### config.mk
export PLATFORM = sky130hd
export DESIGN_NAME = spi_fifo_master
export DESIGN_NICKNAME = d
export VERILOG_FILES = /design/src/rtl/spi_master_pkg.sv /design/src/rtl/spi_half_timer.sv /design/src/rtl/spi_sel_decode.sv /design/src/rtl/spi_bit_engine.sv /design/src/rtl/spi_fifo_master.sv
export SDC_FILE = /design/constraint.sdc
export NUM_CORES = 1
export LEC_CHECK = 0
export ABC_CLOCK_PERIOD_IN_PS = 2780
export CELL_PAD_IN_SITES_DETAIL_PLACEMENT = 0
export CELL_PAD_IN_SITES_GLOBAL_PLACEMENT = 1
export CORE_UTILIZATION = 45
export CTS_BUF_LIST = sky130_fd_sc_hd__clkbuf_4
export CTS_CLUSTER_SIZE = 25
export DETAILED_ROUTE_END_ITERATION = 10
export DONT_BUFFER_PORTS = 1
export GPL_TIMING_DRIVEN = 0
export PLACE_DENSITY_LB_ADDON = 0.1
export SYNTH_ARGS = -nofsm -noshare
export SYNTH_HDL_FRONTEND = slang
export SYNTH_HIERARCHICAL = 1
export SYNTH_SLANG_ARGS = --single-unit
### constraint.sdc
create_clock -name clk -period 2.78 [get_ports clk]
set_clock_uncertainty 0.2 [all_clocks]
set_input_delay 0.834 -clock clk [delete_from_list [all_inputs] [get_ports clk]]
set_output_delay 0.834 -clock clk [all_outputs]
set_load 0.1 [all_outputs]
### src/rtl/spi_master_pkg.sv
package spi_master_pkg;

    typedef enum logic [1:0] {
        ST_IDLE,
        ST_LEAD,
        ST_SHIFT,
        ST_TRAIL
    } spi_state_e;

    typedef struct packed {
        logic cpol;
        logic cpha;
    } spi_mode_t;

    // Does this transition drive a new data bit out?
    function automatic logic drives_bit(input logic cpha, input logic leading,
                                        input logic last);
        return cpha ? leading : (!leading && !last);
    endfunction

    // Does this transition capture the incoming data line?
    function automatic logic takes_bit(input logic cpha, input logic leading);
        return cpha ? !leading : leading;
    endfunction

endpackage

### src/rtl/spi_half_timer.sv
module spi_half_timer #(
    parameter int DIV_W = 4
) (
    input  logic             clk,
    input  logic             rst,
    input  logic             run,
    input  logic [DIV_W-1:0] limit,
    output logic             tick
);
    logic [DIV_W-1:0] cnt_q;

    assign tick = run && (cnt_q == limit);

    always_ff @(posedge clk) begin
        if (rst || !run || tick) begin
            cnt_q <= '0;
        end else begin
            cnt_q <= cnt_q + 1'b1;
        end
    end
endmodule

### src/rtl/spi_sel_decode.sv
module spi_sel_decode #(
    parameter int NUM_SLAVES = 4,
    parameter int SEL_W      = 2
) (
    input  logic [SEL_W-1:0]      sel,
    output logic [NUM_SLAVES-1:0] sel_n
);
    generate
        if (NUM_SLAVES == 1) begin : g_single
            logic unused_sel;
            assign unused_sel = ^sel;
            assign sel_n = 1'b0;
        end else begin : g_multi
            for (genvar i = 0; i < NUM_SLAVES; i++) begin : g_line
                assign sel_n[i] = (sel != SEL_W'(i));
            end
        end
    endgenerate
endmodule

### src/rtl/spi_bit_engine.sv
module spi_bit_engine
    import spi_master_pkg::*;
#(
    parameter int BYTE_W = 8,
    parameter int EDGE_W = 4
) (
    input  logic              clk,
    input  logic              rst,
    input  logic              load,
    input  logic [BYTE_W-1:0] load_data,
    input  logic              cpha,
    input  logic              edge_en,
    input  logic [EDGE_W-1:0] edge_idx,
    input  logic              miso,
    output logic              mosi,
    output logic [BYTE_W-1:0] rx_data,
    output logic              rx_valid
);
    localparam int LAST_EDGE = 2 * BYTE_W - 1;

    logic [BYTE_W-1:0] tx_sh_q;
    logic [BYTE_W-1:0] rx_sh_q;
    logic              leading;
    logic              last;

    assign leading = !edge_idx[0];
    assign last    = (edge_idx == EDGE_W'(LAST_EDGE));

    always_ff @(posedge clk) begin
        if (rst) begin
            tx_sh_q  <= '0;
            rx_sh_q  <= '0;
            mosi     <= 1'b0;
            rx_data  <= '0;
            rx_valid <= 1'b0;
        end else begin
            rx_valid <= 1'b0;
            if (load) begin
                if (!cpha) begin
                    mosi    <= load_data[BYTE_W-1];
                    tx_sh_q <= load_data << 1;
                end else begin
                    tx_sh_q <= load_data;
                end
            end else if (edge_en) begin
                if (drives_bit(cpha, leading, last)) begin
                    mosi    <= tx_sh_q[BYTE_W-1];
                    tx_sh_q <= tx_sh_q << 1;
                end
                if (takes_bit(cpha, leading)) begin
                    rx_sh_q <= {rx_sh_q[BYTE_W-2:0], miso};
                end
                if (last) begin
                    rx_valid <= 1'b1;
                    rx_data  <= cpha ? {rx_sh_q[BYTE_W-2:0], miso} : rx_sh_q;
                end
            end
        end
    end
endmodule

### src/rtl/spi_fifo_master.sv
module spi_fifo_master
    import spi_master_pkg::*;
#(
    parameter int NUM_SLAVES = 4,
    parameter int DIV_W      = 4,
    parameter int SEL_W      = (NUM_SLAVES > 1) ? $clog2(NUM_SLAVES) : 1
) (
    input  logic                  clk,
    input  logic                  rst,
    input  logic                  cfg_cpol,
    input  logic                  cfg_cpha,
    input  logic [DIV_W-1:0]      cfg_div,
    input  logic [SEL_W-1:0]      cfg_slave,
    input  logic [7:0]            tx_data,
    input  logic                  tx_empty,
    output logic                  tx_pop,
    output logic [7:0]            rx_data,
    output logic                  rx_valid,
    output logic                  sclk,
    output logic                  mosi,
    input  logic                  miso,
    output logic [NUM_SLAVES-1:0] ss_n,
    output logic                  cfg_err
);
    localparam int BYTE_W = 8;
    localparam int EDGES  = 2 * BYTE_W;
    localparam int EDGE_W = $clog2(EDGES);
    localparam int CFG_W  = 2 + DIV_W + SEL_W;

    spi_state_e            state_q;
    logic [CFG_W-1:0]      cfg_q;
    logic [CFG_W-1:0]      cfg_now;
    spi_mode_t             mode_q;
    logic [DIV_W-1:0]      div_q;
    logic [EDGE_W-1:0]     edge_q;
    logic [NUM_SLAVES-1:0] sel_n;
    logic                  active;
    logic                  tick;
    logic                  edge_en;
    logic [EDGE_W-1:0]     edge_idx;
    logic                  cpha_eff;

    assign cfg_now = {cfg_cpol, cfg_cpha, cfg_div, cfg_slave};
    assign mode_q  = spi_mode_t'(cfg_q[CFG_W-1 -: 2]);
    assign div_q   = cfg_q[SEL_W +: DIV_W];
    assign active  = (state_q != ST_IDLE);

    assign tx_pop = !rst && !tx_empty &&
                    ((state_q == ST_IDLE) || (state_q == ST_TRAIL && tick));

    assign edge_en  = tick && (state_q == ST_LEAD || state_q == ST_SHIFT);
    assign edge_idx = (state_q == ST_LEAD) ? '0 : edge_q;
    assign cpha_eff = (state_q == ST_IDLE) ? cfg_cpha : mode_q.cpha;

    spi_half_timer #(.DIV_W(DIV_W)) timer_i (
        .clk   (clk),
        .rst   (rst),
        .run   (active),
        .limit (div_q),
        .tick  (tick)
    );

    spi_sel_decode #(.NUM_SLAVES(NUM_SLAVES), .SEL_W(SEL_W)) dec_i (
        .sel   (cfg_slave),
        .sel_n (sel_n)
    );

    spi_bit_engine #(.BYTE_W(BYTE_W), .EDGE_W(EDGE_W)) eng_i (
        .clk       (clk),
        .rst       (rst),
        .load      (tx_pop),
        .load_data (tx_data),
        .cpha      (cpha_eff),
        .edge_en   (edge_en),
        .edge_idx  (edge_idx),
        .miso      (miso),
        .mosi      (mosi),
        .rx_data   (rx_data),
        .rx_valid  (rx_valid)
    );

    always_ff @(posedge clk) begin
        if (rst) begin
            state_q <= ST_IDLE;
            cfg_q   <= '0;
            edge_q  <= '0;
            sclk    <= 1'b0;
            ss_n    <= '1;
            cfg_err <= 1'b0;
        end else begin
            unique case (state_q)
                ST_IDLE: begin
                    sclk <= cfg_cpol;
                    if (!tx_empty) begin
                        cfg_q   <= cfg_now;
                        cfg_err <= 1'b0;
                        ss_n    <= sel_n;
                        state_q <= ST_LEAD;
                    end
                end
                ST_LEAD: begin
                    if (tick) begin
                        sclk    <= ~sclk;
                        edge_q  <= EDGE_W'(1);
                        state_q <= ST_SHIFT;
                    end
                end
                ST_SHIFT: begin
                    if (tick) begin
                        sclk <= ~sclk;
                        if (edge_q == EDGE_W'(EDGES - 1)) begin
                            state_q <= ST_TRAIL;
                        end else begin
                            edge_q <= edge_q + 1'b1;
                        end
                    end
                end
                ST_TRAIL: begin
                    if (tick) begin
                        if (!tx_empty) begin
                            state_q <= ST_LEAD;
                        end else begin
                            ss_n    <= '1;
                            state_q <= ST_IDLE;
                        end
                    end
                end
                default: state_q <= ST_IDLE;
            endcase
            if (active && (cfg_now != cfg_q)) begin
                cfg_err <= 1'b1;
            end
        end
    end
endmodule

==> reports/metrics.cfg <==
[clock_tree]
cts.path.max_buffers=2
clk_latency_ps=370
htreeDepth=2
root_buffer=clkbuf_4
cts_buffers=5
cts_tree=done
cts_num_sinks=50
clk_pin_slew_worst_paths_ps=140

[floorplanning]
ios=37
die_height_um=78.9
rows=27
start_util_pct=47.4
core_um2=5610
die_w_um=78.9
dieArea_um2=6220

[worst_setup_path]
cp_max_fo=3
arrival_ps=2310
slowest_stage=nor3_4
end_kind=output pin
reg2reg_slack_ps=-290
path_cells=xor2_2, nor4b_4, and2_4, a21oi_4, nor3_4
critPathLaunchType=flip-flop
cp_slowest_stage_delay_ps=810
reg2regPathDepth=11
critPathKind=flip-flop to output pin
required_ps=1750

[power]
p_comb_share_pct=47.5
powerDensity_nw_per_um2=847
power.internal_mw=1.49
power.leakage_nw=1.22
clkPwrFrac_pct=13.0
finalPower_mw=2.64
p_switching_mw=1.15
vdd_drop_max_uv=431
seqPwrFrac_pct=39.5
netSwitchingFraction_pct=43.5

[layout]
fin_nets=340
final_common_cell=dfxtp_1
diodes=0
final_area_um2=3120
final_cell_mix=dfxtp_1, nor2_1, mux2i_1
drive_above_1_share_pct=23.8
area_growth_pct=17.2

[yosys]
yosys-top-cells-area=dfxtp_1, mux2i_1, nor2_1, a21oi_1, xnor2_1
synthFlopType=dfxtp_1
netlist.area_leader.share_pct=37.6
yosysUniqueCellTypes=51
ys_ff_latch=50
synth_nets=320
synth_area_leader_cell=dfxtp_1
synthCells=294
synth_edf_count=0
avgSynthCellArea_um2=9.05
yosysSeqAreaShare_pct=37.6
syn_area_um2=2660
ys_async_sr_fraction_pct=0
yosysWarnings=6

[routing]
routed_via_density=5.34
drc=0
wirelength_um=5600
drtIter0Drc=57
detail_route.first_pass.iterations=4
postRouteAntennaNets=0
vias=2065
wl_per_cell_um=14.5

[outcome]
status=finished with violations
violations=setup timing

[sta]
setup_viol=27
final.period_utilization_pct=120
fin_ws_ps=-560
fin_tns_setup_ps=-5970
fmax_mhz=299
slew_viol_final=0
slew_headroom_pct=28.5
max_slew.worst_pin.slew_ps=1070
period_needed_ps=3340
hold_viol_final=0
grt_setup_unrepaired=true
holdWs_ps=282

[global_routing]
antenna_found_initial=0
grt_pass1_vias=2001
overflow=0
grt_max_degree=17
grt_use_total_pct=19.0
grt_pass1_wl_um=9320

[job]
max_cap_violations=0

[place]
dp_hpwl_um=3710
place_area_um2=2830
portBuffers=0
gp_congestion=0.739

[min_path]
whs_path_depth=1
hold_path.class=flip-flop to flip-flop

## logic make-up (layout without fill, tap and decap cells)
family | Yosys count | after routing | share of synthesized area (%)
buffers and inverters | 21 | 41 | 5.27
XOR/XNOR | 15 | 15 | 4.94
AO/OA/AOI/OAI | 55 | 55 | 14.3
adder cells (fa/ha/maj) | 6 | 6 | 2.82
AND/OR/NAND/NOR | 115 | 116 | 23.0
flip-flops | 50 | 50 | 37.6
multiplexers | 32 | 32 | 12.1
## through the flow
step                utilization [%]  instances  worst slack, ps
global placement               50.5        366             -880
CTS                            53.9        383             -598
global route                   55.6        387             -681
finish                         55.6        387             -560
floorplan                         -        294             -542
detailed placement             50.5        366             -861
## area by class of cell
type / instances / area (µm²)
Clock inverter: 3 / 21.3
Clock buffer: 5 / 37.5
Fill cell: 550 / 2490
Multi-Input combinational cell: 224 / 1660
Inverter: 6 / 37.5
Sequential cell: 50 / 1010
Timing Repair Buffer: 15 / 154
Buffer: 12 / 111
Tap cell: 72 / 90.1
## routing by layer
layer	vias up	GRT usage, %	part of all wire [%]
li1	1064	-	-
met1	967	24.2	50
met2	28	31.5	45
met3	6	4.25	3.3
met4	0	6.73	1.1
met5	-	0	0
## worst paths after layout
| path | startpoint | to |
|---|---|---|
| worst min-delay path | timer_i/cnt_q[0] | timer_i/cnt_q[0] |
| worst max register to register | timer_i/cnt_q[3] | eng_i/mosi |
| worst max-delay path | timer_i/cnt_q[3] | tx_pop |
| worst min register to register | timer_i/cnt_q[0] | timer_i/cnt_q[0] |
## power groups by stage
| stage | logic (mW) | clock network, mW | registers (mW) |
|---|---|---|---|
| detailed placement | 1.13 | 0 | 1.06 |
| floorplan | 0.967 | 0 | 1.04 |
| CTS | 1.21 | 0.364 | 1.04 |
| finish | 1.25 | 0.344 | 1.04 |
| global placement | 1.12 | 0 | 1.06 |
| global route | 1.37 | 0.394 | 1.06 |
## flip-flops by register name, indices dropped and copies added (netlist names)
signal and cells:
eng_i/rx_sh_q 8, sclk 1, eng_i/mosi 1, cfg_q 8, eng_i/tx_sh_q 8, eng_i/rx_valid 1
timer_i/cnt_q 4, state_q 2, eng_i/rx_data 8, cfg_err 1, ss_n 4, edge_q 4
## timing repair
item                                   4_1_cts  5_1_grt
buffers inserted                            11        2
hold buffers                                 0        0
endpoints found under the hold margin        0        0
pin swaps                                    3        6
cloned                                       0        3
resized for setup                           18       12
setup endpoints to repair                   27       27
## cells in the mapped netlist (4+ instances only)
cell      instances
mux2i_1          31
nor2b_1           7
xnor2_1          11
nand2_1          25
nor3_1           10
dfxtp_1          50
a211oi_1         12
a21oi_1          21
nand2b_1          6
o21ai_0           5
nand3_1           5
o21bai_1          5
xor2_1            4
nor2_1           38
ha_1              6
inv_1             6
## critical path, delay by kind of cell (launching register included)
kind / cells / cell delay (ps)
xor+xnor: 1 / 200
flops: 1 / 360
compound gates: 1 / 60
simple gates: 3 / 1320
Note: power is estimated with default switching activity, not from simulation.
